<file path="config.mk">
export PLATFORM = sky130hd
export DESIGN_NAME = wbc_top
export DESIGN_NICKNAME = d
export VERILOG_FILES = /design/src/rtl/wbc_pkg.sv /design/src/rtl/wbc_line_store.sv /design/src/rtl/wbc_fsm.sv /design/src/rtl/wbc_top.sv
export SDC_FILE = /design/constraint.sdc
export NUM_CORES = 1
export LEC_CHECK = 0
export BUFFER_PORTS_ARGS = -buffer_cell sky130_fd_sc_hd__buf_2
export CAP_MARGIN = 30
export CORE_ASPECT_RATIO = 0.5
export CORE_MARGIN = 4
export CORE_UTILIZATION = 58
export DETAILED_ROUTE_END_ITERATION = 8
export PLACE_DENSITY = 0.79
export SLEW_MARGIN = 15
export SYNTH_ARGS = -nofsm -noshare
export SYNTH_HDL_FRONTEND = slang
export SYNTH_SLANG_ARGS = --single-unit
</file>
<file path="constraint.sdc">
create_clock -name clk -period 4.56 [get_ports clk]
set_input_delay 0.912 -clock clk [delete_from_list [all_inputs] [get_ports clk]]
set_output_delay 0.912 -clock clk [all_outputs]
set_load 0.02 [all_outputs]
</file>
<file path="src/rtl/wbc_pkg.sv">
package wbc_pkg;

    localparam int TAG_W  = 2;
    localparam int IDX_W  = 3;
    localparam int DATA_W = 8;
    localparam int OP_W   = 4;
    localparam int ADDR_W = TAG_W + IDX_W;
    localparam int LINES  = 1 << IDX_W;

    localparam logic [OP_W-1:0] OP_RD = 4'h5;
    localparam logic [OP_W-1:0] OP_WR = 4'h6;

    typedef enum logic [1:0] {
        HIT_RD  = 2'd0,
        MISS_RD = 2'd1,
        HIT_WR  = 2'd2,
        MISS_WR = 2'd3
    } kind_e;

    typedef struct packed {
        logic              is_wr;
        logic [TAG_W-1:0]  tag;
        logic [IDX_W-1:0]  idx;
        logic [DATA_W-1:0] data;
    } cmd_t;

    typedef struct packed {
        logic              valid;
        logic              dirty;
        logic [TAG_W-1:0]  tag;
        logic [DATA_W-1:0] data;
    } line_t;

    function automatic logic [IDX_W-1:0] idx_of(input logic [ADDR_W-1:0] a);
        return a[IDX_W-1:0];
    endfunction

    function automatic logic [TAG_W-1:0] tag_of(input logic [ADDR_W-1:0] a);
        return a[ADDR_W-1:IDX_W];
    endfunction

endpackage

</file>
<file path="src/rtl/wbc_line_store.sv">
module wbc_line_store
    import wbc_pkg::*;
(
    input  logic             clk,
    input  logic             rst,
    input  logic [IDX_W-1:0] rd_idx,
    output line_t            rd_line,
    input  logic             wr_en,
    input  logic [IDX_W-1:0] wr_idx,
    input  line_t            wr_line
);

    line_t            lines [LINES];
    logic [LINES-1:0] valid_bits;

    for (genvar g = 0; g < LINES; g++) begin : g_line
        always_ff @(posedge clk) begin
            if (rst) begin
                lines[g].valid <= 1'b0;
                lines[g].dirty <= 1'b0;
                lines[g].tag   <= '0;
                lines[g].data  <= '0;
            end else if (wr_en && wr_idx == IDX_W'(g)) begin
                lines[g] <= wr_line;
            end
        end
        assign valid_bits[g] = lines[g].valid;
    end

    assign rd_line = lines[rd_idx];

    // right after reset every line is invalid
    p_cold_after_reset_r8: assert property (@(posedge clk) disable iff (rst)
        $fell(rst) |-> (valid_bits == '0));

endmodule

</file>
<file path="src/rtl/wbc_fsm.sv">
module wbc_fsm
    import wbc_pkg::*;
(
    input  logic              clk,
    input  logic              rst,
    input  logic              cpu_valid,
    input  logic [OP_W-1:0]   cpu_op,
    input  logic [ADDR_W-1:0] cpu_addr,
    input  logic [DATA_W-1:0] cpu_wdata,
    output logic              cpu_busy,
    output logic              cpu_done,
    output logic [DATA_W-1:0] cpu_rdata,
    output kind_e             cpu_kind,
    output logic [IDX_W-1:0]  rd_idx,
    input  line_t             rd_line,
    output logic              wr_en,
    output logic [IDX_W-1:0]  wr_idx,
    output line_t             wr_line,
    output logic              mem_req,
    output logic              mem_we,
    output logic [ADDR_W-1:0] mem_addr,
    output logic [DATA_W-1:0] mem_wdata,
    input  logic              mem_ready,
    input  logic [DATA_W-1:0] mem_rdata
);

    typedef enum logic [2:0] {S_IDLE, S_LOOK, S_EVICT, S_FILL, S_RESP} state_e;

    state_e            state;
    cmd_t              cmd_q;
    kind_e             kind_q;
    logic [DATA_W-1:0] rdata_q;
    logic              accept, hit, victim_dirty;

    assign accept       = (state == S_IDLE) && cpu_valid &&
                          (cpu_op == OP_RD || cpu_op == OP_WR);
    assign rd_idx       = cmd_q.idx;
    assign hit          = rd_line.valid && (rd_line.tag == cmd_q.tag);
    assign victim_dirty = rd_line.valid && rd_line.dirty;

    // memory side
    assign mem_req   = (state == S_EVICT) || (state == S_FILL);
    assign mem_we    = (state == S_EVICT);
    assign mem_addr  = (state == S_EVICT) ? {rd_line.tag, cmd_q.idx}
                                          : {cmd_q.tag, cmd_q.idx};
    assign mem_wdata = rd_line.data;

    // line update
    always_comb begin
        wr_en   = 1'b0;
        wr_idx  = cmd_q.idx;
        wr_line = '{valid: 1'b1, dirty: 1'b1, tag: cmd_q.tag, data: cmd_q.data};
        unique case (state)
            S_LOOK:  wr_en = cmd_q.is_wr && (hit || !victim_dirty);
            S_EVICT: wr_en = cmd_q.is_wr && mem_ready;
            S_FILL: begin
                wr_en         = mem_ready;
                wr_line.dirty = 1'b0;
                wr_line.data  = mem_rdata;
            end
            default: wr_en = 1'b0;
        endcase
    end

    always_ff @(posedge clk) begin
        if (rst) begin
            state   <= S_IDLE;
            cmd_q   <= '0;
            kind_q  <= HIT_RD;
            rdata_q <= '0;
        end else begin
            unique case (state)
                S_IDLE: if (accept) begin
                    cmd_q <= '{is_wr: (cpu_op == OP_WR), tag: tag_of(cpu_addr),
                               idx: idx_of(cpu_addr), data: cpu_wdata};
                    state <= S_LOOK;
                end
                S_LOOK: begin
                    if (hit) begin
                        kind_q  <= cmd_q.is_wr ? HIT_WR : HIT_RD;
                        rdata_q <= cmd_q.is_wr ? cmd_q.data : rd_line.data;
                        state   <= S_RESP;
                    end else if (victim_dirty) begin
                        state <= S_EVICT;
                    end else if (cmd_q.is_wr) begin
                        kind_q  <= MISS_WR;
                        rdata_q <= cmd_q.data;
                        state   <= S_RESP;
                    end else begin
                        state <= S_FILL;
                    end
                end
                S_EVICT: if (mem_ready) begin
                    if (cmd_q.is_wr) begin
                        kind_q  <= MISS_WR;
                        rdata_q <= cmd_q.data;
                        state   <= S_RESP;
                    end else begin
                        state <= S_FILL;
                    end
                end
                S_FILL: if (mem_ready) begin
                    kind_q  <= MISS_RD;
                    rdata_q <= mem_rdata;
                    state   <= S_RESP;
                end
                default: state <= S_IDLE;
            endcase
        end
    end

    assign cpu_busy  = (state != S_IDLE);
    assign cpu_done  = (state == S_RESP);
    assign cpu_rdata = rdata_q;
    assign cpu_kind  = kind_q;

    // a lookup that hits never reaches the memory port
    p_hit_quiet_r2: assert property (@(posedge clk) disable iff (rst)
        (state == S_LOOK && hit) |=> (!mem_req && cpu_done));

    // a write miss on a clean line completes without memory
    p_wmiss_no_read_r6: assert property (@(posedge clk) disable iff (rst)
        (state == S_LOOK && cmd_q.is_wr && !hit && !victim_dirty) |=> (!mem_req && cpu_done));

    // a finished write-back of a read miss is followed by the fill read
    p_fill_after_evict_r5: assert property (@(posedge clk) disable iff (rst)
        (mem_req && mem_we && mem_ready && !cmd_q.is_wr) |=> (mem_req && !mem_we));

    // a write miss never issues a memory read
    p_no_read_on_write_r6: assert property (@(posedge clk) disable iff (rst)
        (mem_req && !mem_we) |-> !cmd_q.is_wr);

endmodule

</file>
<file path="src/rtl/wbc_top.sv">
module wbc_top
    import wbc_pkg::*;
(
    input  logic              clk,
    input  logic              rst,
    input  logic              cpu_valid,
    input  logic [OP_W-1:0]   cpu_op,
    input  logic [ADDR_W-1:0] cpu_addr,
    input  logic [DATA_W-1:0] cpu_wdata,
    output logic              cpu_busy,
    output logic              cpu_done,
    output logic [DATA_W-1:0] cpu_rdata,
    output logic [1:0]        cpu_kind,
    output logic              mem_req,
    output logic              mem_we,
    output logic [ADDR_W-1:0] mem_addr,
    output logic [DATA_W-1:0] mem_wdata,
    input  logic              mem_ready,
    input  logic [DATA_W-1:0] mem_rdata
);

    logic [IDX_W-1:0] rd_idx, wr_idx;
    line_t            rd_line, wr_line;
    logic             wr_en;
    kind_e            kind;

    wbc_line_store i_store (
        .clk     (clk),
        .rst     (rst),
        .rd_idx  (rd_idx),
        .rd_line (rd_line),
        .wr_en   (wr_en),
        .wr_idx  (wr_idx),
        .wr_line (wr_line)
    );

    wbc_fsm i_fsm (
        .clk       (clk),
        .rst       (rst),
        .cpu_valid (cpu_valid),
        .cpu_op    (cpu_op),
        .cpu_addr  (cpu_addr),
        .cpu_wdata (cpu_wdata),
        .cpu_busy  (cpu_busy),
        .cpu_done  (cpu_done),
        .cpu_rdata (cpu_rdata),
        .cpu_kind  (kind),
        .rd_idx    (rd_idx),
        .rd_line   (rd_line),
        .wr_en     (wr_en),
        .wr_idx    (wr_idx),
        .wr_line   (wr_line),
        .mem_req   (mem_req),
        .mem_we    (mem_we),
        .mem_addr  (mem_addr),
        .mem_wdata (mem_wdata),
        .mem_ready (mem_ready),
        .mem_rdata (mem_rdata)
    );

    assign cpu_kind = kind;

    // an unanswered request keeps its contents
    p_req_hold_r9: assert property (@(posedge clk) disable iff (rst)
        (mem_req && !mem_ready) |=> (mem_req && $stable(mem_addr) &&
                                     $stable(mem_we) && $stable(mem_wdata)));

    // done is a single-cycle pulse inside the busy window
    p_done_pulse_r10: assert property (@(posedge clk) disable iff (rst)
        cpu_done |=> !cpu_done);

    p_done_busy_r10: assert property (@(posedge clk) disable iff (rst)
        cpu_done |-> cpu_busy);

endmodule

</file>
==> flow_summary.html <==
<table>
<tr><th>Metric</th><th>Value</th></tr>
<tr><th colspan="2">Outcome</th></tr>
<tr><td>Outcome</td><td>finished, final reports clean</td></tr>
<tr><th colspan="2">Drt</th></tr>
<tr><td>Via count</td><td>4407</td></tr>
<tr><td>ANT nets after route</td><td>0</td></tr>
<tr><td>Via density</td><td>6.251</td></tr>
<tr><td>Top routing layer in use</td><td>met4</td></tr>
<tr><td>DRC violations left</td><td>0</td></tr>
<tr><td>1st-pass router iterations</td><td>5</td></tr>
<tr><td>Total met2 wirelength after detailed routing</td><td>6381 um</td></tr>
<tr><td>Mean routed wirelength per cell</td><td>21.39 um</td></tr>
<tr><td>Detailed route wirelength on metal3</td><td>2209 um</td></tr>
<tr><td>Post-Route WL</td><td>15080 um</td></tr>
<tr><td>Met1 Routed Length</td><td>6254 um</td></tr>
<tr><td>First DRT Iteration DRCs</td><td>641</td></tr>
<tr><th colspan="2">Critical path</th></tr>
<tr><td>Worst Setup Start Kind</td><td>flip-flop</td></tr>
<tr><td>Kind of end point of the critical path</td><td>flip-flop</td></tr>
<tr><td>Highest fanout seen on the critical path</td><td>17</td></tr>
<tr><td>Data required, critical path</td><td>4.62 ns</td></tr>
<tr><td>Data arrival time of the worst path</td><td>3.60 ns</td></tr>
<tr><td>Logic depth of the worst register-to-register path</td><td>8</td></tr>
<tr><td>Sequence of cells on the critical path</td><td>buf_4, mux2i_1, a2bb2oi_2, a21oi_2, o2111ai_4, a311oi_2, nor2b_1, a21o_1</td></tr>
<tr><td>Worst path slowest cell</td><td>sky130_fd_sc_hd__dfxtp_1</td></tr>
<tr><td>Class of the most critical setup path</td><td>reg2reg</td></tr>
<tr><td>Flop-to-flop setup slack</td><td>1.02 ns</td></tr>
<tr><td>Worst path max stage delay</td><td>0.51 ns</td></tr>
<tr><th colspan="2">Timing</th></tr>
<tr><td>Final hold violation count</td><td>0</td></tr>
<tr><td>Maximum achievable frequency</td><td>0.2828 GHz</td></tr>
<tr><td>Final worst-path cycle share</td><td>77.54%</td></tr>
<tr><td>Number of pins exceeding their max-slew limit in the final report</td><td>0</td></tr>
<tr><td>Clock Skew</td><td>0.006523 ns</td></tr>
<tr><td>Unrepaired setup endpoints after global routing</td><td>no</td></tr>
<tr><td>Finish-stage setup viols</td><td>0</td></tr>
<tr><td>Post-Route Setup TNS</td><td>0 ns</td></tr>
<tr><td>Final critical-path required period</td><td>3.536 ns</td></tr>
<tr><td>Post-route setup slack</td><td>1.024 ns</td></tr>
<tr><td>Worst-margin pin slew</td><td>0.9357 ns</td></tr>
<tr><td>Worst slew slack as a fraction of its limit</td><td>35.83%</td></tr>
<tr><th colspan="2">GRT</th></tr>
<tr><td>Via count of the first global-routing pass</td><td>4171</td></tr>
<tr><td>Antenna violations before repair</td><td>0</td></tr>
<tr><td>Global-route wire length before repair</td><td>23650 um</td></tr>
<tr><td>Total overflow reported by the global router</td><td>0</td></tr>
<tr><td>Maximum number of pins on one net before global-route repair</td><td>38</td></tr>
<tr><td>Gr usage total</td><td>26.07%</td></tr>
<tr><th colspan="2">Power</th></tr>
<tr><td>Worst ir drop on vdd</td><td>0.2697 mV</td></tr>
<tr><td>Pwr/cell area</td><td>432.5 mW/mm^2</td></tr>
<tr><td>Standby leakage power</td><td>0.002524 uW</td></tr>
<tr><th colspan="2">Synth</th></tr>
<tr><td>Average size of a mapped cell</td><td>12.03 sq um</td></tr>
<tr><td>Number of nets produced by synthesis</td><td>530</td></tr>
<tr><td>Syn Std Cell Area</td><td>0.006030 sq mm</td></tr>
<tr><td>FF+latch count, synth</td><td>126</td></tr>
<tr><td>Number of library cell types mapped by synthesis</td><td>50</td></tr>
<tr><td>Proportion of synthesized chip area in sequential cells</td><td>57.61%</td></tr>
<tr><td>Ys Warns</td><td>0</td></tr>
<tr><td>Count of mapped cells out of synthesis</td><td>501</td></tr>
<tr><th colspan="2">Floorplan</th></tr>
<tr><td>Area of the die</td><td>0.01219 sq mm</td></tr>
<tr><td>Number of I/O pins</td><td>56</td></tr>
<tr><td>Starting density of the core</td><td>61.58%</td></tr>
<tr><td>Row cnt</td><td>25</td></tr>
<tr><td>Vertical die dimension</td><td>80.10 um</td></tr>
<tr><td>Total core area</td><td>0.009791 sq mm</td></tr>
<tr><td>Chip width</td><td>152.2 um</td></tr>
<tr><th colspan="2">CTS</th></tr>
<tr><td>Clock network latency to the later pin of the worst-skew pair</td><td>0.42 ns</td></tr>
<tr><td>Post-CTS resize count</td><td>0</td></tr>
<tr><td>Root buffer cell</td><td>sky130_fd_sc_hd__clkbuf_16</td></tr>
<tr><td>Buffers inserted during post-CTS setup optimization</td><td>0</td></tr>
<tr><td>CTS Buf Count</td><td>17</td></tr>
<tr><td>TritonCTS clock tree</td><td>done</td></tr>
<tr><td>Worst-path clk slew</td><td>0.06 ns</td></tr>
<tr><td>Post-cts hold buffer count</td><td>0</td></tr>
<tr><td>Number of clock sinks</td><td>126</td></tr>
<tr><td>Max H-tree Level</td><td>4</td></tr>
<tr><td>Largest buffer count on any clock path</td><td>2</td></tr>
<tr><th colspan="2">Cells and area</th></tr>
<tr><td>Antenna diode instance count</td><td>0</td></tr>
<tr><td>Combined area of the multi-input logic cells</td><td>0.002271 sq mm</td></tr>
<tr><td>Most used cells in the layout excluding fill and tap cells</td><td>sky130_fd_sc_hd__nor2_1 (106), sky130_fd_sc_hd__edfxtp_1 (95), sky130_fd_sc_hd__buf_2 (55), sky130_fd_sc_hd__nand2_1 (32), sky130_fd_sc_hd__dfxtp_1 (31)</td></tr>
<tr><td>Final core area utilization</td><td>71.19%</td></tr>
<tr><td>Growth of design area from synthesis to finish</td><td>15.60%</td></tr>
<tr><td>Design area</td><td>0.006970 sq mm</td></tr>
<tr><td>NumNets Final</td><td>586</td></tr>
<tr><td>Final non-filler cell total</td><td>705</td></tr>
<tr><td>Leading cell type in the layout, fill and taps excluded</td><td>sky130_fd_sc_hd__nor2_1</td></tr>
<tr><td>Register area</td><td>0.003473 sq mm</td></tr>
<tr><td>Fraction of layout instances using a drive strength above 1</td><td>28.07%</td></tr>
<tr><td>FILL cells</td><td>649</td></tr>
<tr><th colspan="2">Placed design</th></tr>
<tr><td>Number of placed cells counting well taps</td><td>666</td></tr>
<tr><td>Detailed placer's ending HPWL</td><td>10210 um</td></tr>
<tr><td>Routability-driven placement congestion ratio</td><td>0.9171</td></tr>
<tr><td>Placed cell areas</td><td>0.006320 sq mm</td></tr>
<tr><td>Number of buffer cells added on primary ports</td><td>55</td></tr>
<tr><td>Pre-CTS setup slack</td><td>1.175 ns</td></tr>
<tr><th colspan="2">Flow run</th></tr>
<tr><td>Number of maximum-capacitance constraint violations</td><td>0</td></tr>
<tr><th colspan="2">Worst hold path</th></tr>
<tr><td>Hold path depth</td><td>2</td></tr>
<tr><td>Worst min-delay path class</td><td>reg2reg</td></tr>
</table>
[through the flow]
stage	hold slack, ns	power (uW)
final	0.4691	3014
after global placement	0.4584	1636
after CTS	0.4748	3012
after global routing	0.5050	3114
after floorplan	0.4553	1550
after detailed placement	0.4665	1645
[critical path: cells and delay by family (launching register included)]
kind / cells / cell delay, ns
flops: 1 / 0.51
compound gates: 5 / 1.50
buf+inv: 1 / 0.40
mux: 1 / 0.34
simple gates: 1 / 0.39
[state kept, by name, summed over array words and instances, names as in the netlist, named ones only]
| name | count |
|---|---|
| i_fsm.cpu_rdata | 8 |
| i_fsm.cpu_kind | 2 |
| i_fsm.cmd_q | 9 |
| i_fsm.rd_idx | 3 |
| i_fsm.wr_line | 2 |
| i_fsm.state | 3 |
| i_store.lines | 96 |
[cell type report]
| class | instances | area share (%) |
|---|---|---|
| inverters | 17 | 0.9155 |
| clock inverters | 15 | 2.477 |
| multi-input cells | 324 | 32.58 |
| clock buffers | 17 | 6.103 |
| repair buffers | 71 | 5.672 |
| well taps | 135 | 2.423 |
| flip-flops and latches | 126 | 49.83 |
[routing by layer]
metal | GRT usage, % | up-vias
li1 | - | 1937
met1 | 36.30 | 2154
met2 | 37.74 | 291
met3 | 9.795 | 25
met4 | 9.238 | 0
met5 | 0 | -
[path summary, 6_finish.rpt]
kind                                             to                             from
hold / removal      i_fsm.cpu_rdata[4]$_SDFFE_PP0P_  i_fsm.cpu_rdata[4]$_SDFFE_PP0P_
setup / recovery  i_store.lines[2][2]$_SDFFCE_PN0P_                        flip-flop
setup reg to reg  i_store.lines[2][2]$_SDFFCE_PN0P_                        flip-flop
hold reg to reg     i_fsm.cpu_rdata[4]$_SDFFE_PP0P_  i_fsm.cpu_rdata[4]$_SDFFE_PP0P_
[cell usage after synthesis, drive strengths merged]
| library cell | count | area (sq um) |
|---|---|---|
| clkbuf | 13 | 48.80 |
| nand3b | 1 | 7.510 |
| and4 | 7 | 61.31 |
| or3 | 2 | 12.51 |
| mux4 | 19 | 427.9 |
| dfxtp | 31 | 620.6 |
| o2111ai | 2 | 35.04 |
| o32a | 1 | 10.01 |
| nand2 | 32 | 120.1 |
| xor2 | 1 | 8.760 |
| inv | 16 | 60.05 |
| and2b | 3 | 22.52 |
| or2 | 1 | 6.260 |
| buf | 21 | 172.7 |
| a311o | 1 | 10.01 |
| o21bai | 5 | 37.54 |
| o41ai | 1 | 8.760 |
| nand3 | 14 | 105.1 |
| a32oi | 2 | 17.52 |
| a21oi | 12 | 63.81 |
| a311oi | 1 | 15.01 |
| mux2 | 13 | 153.9 |
| a21o | 4 | 30.03 |
| o211a | 1 | 10.01 |
| nor2b | 3 | 18.77 |
| a211oi | 3 | 22.52 |
| nor2 | 115 | 454.2 |
| and3 | 2 | 12.51 |
| a22oi | 10 | 75.07 |
| a2bb2oi | 1 | 15.01 |
| clkinv | 1 | 3.750 |
| a31oi | 2 | 12.51 |
| o21ai | 27 | 135.1 |
| edfxtp | 95 | 2853 |
| nand2b | 2 | 12.51 |
| nand4 | 2 | 27.53 |
| nand4b | 1 | 8.760 |
| nor3 | 3 | 15.01 |
| mux2i | 27 | 270.3 |
| nor4bb | 1 | 10.01 |
| a31o | 2 | 17.52 |
[kinds of logic after synthesis]
group / count (synthesis) / share of synthesized area (%)
xor gates and xnor gates: 1 / 0.1453
muxes: 59 / 14.13
DFF: 126 / 57.61
AOI/OAI and AO/OA: 75 / 8.550
and+or+nand+nor: 189 / 14.84
buffers and inverters: 51 / 4.731
[report_power, final]
group | leakage [uW] | switching, uW | internal (uW)
registers | 0.00123 | 48.9 | 1270
clock network | 0.000290 | 554 | 823
logic | 0.00100 | 197 | 117
total | 0.00252 | 800 | 2210
No activity file was read; power rests on OpenSTA's default activity.
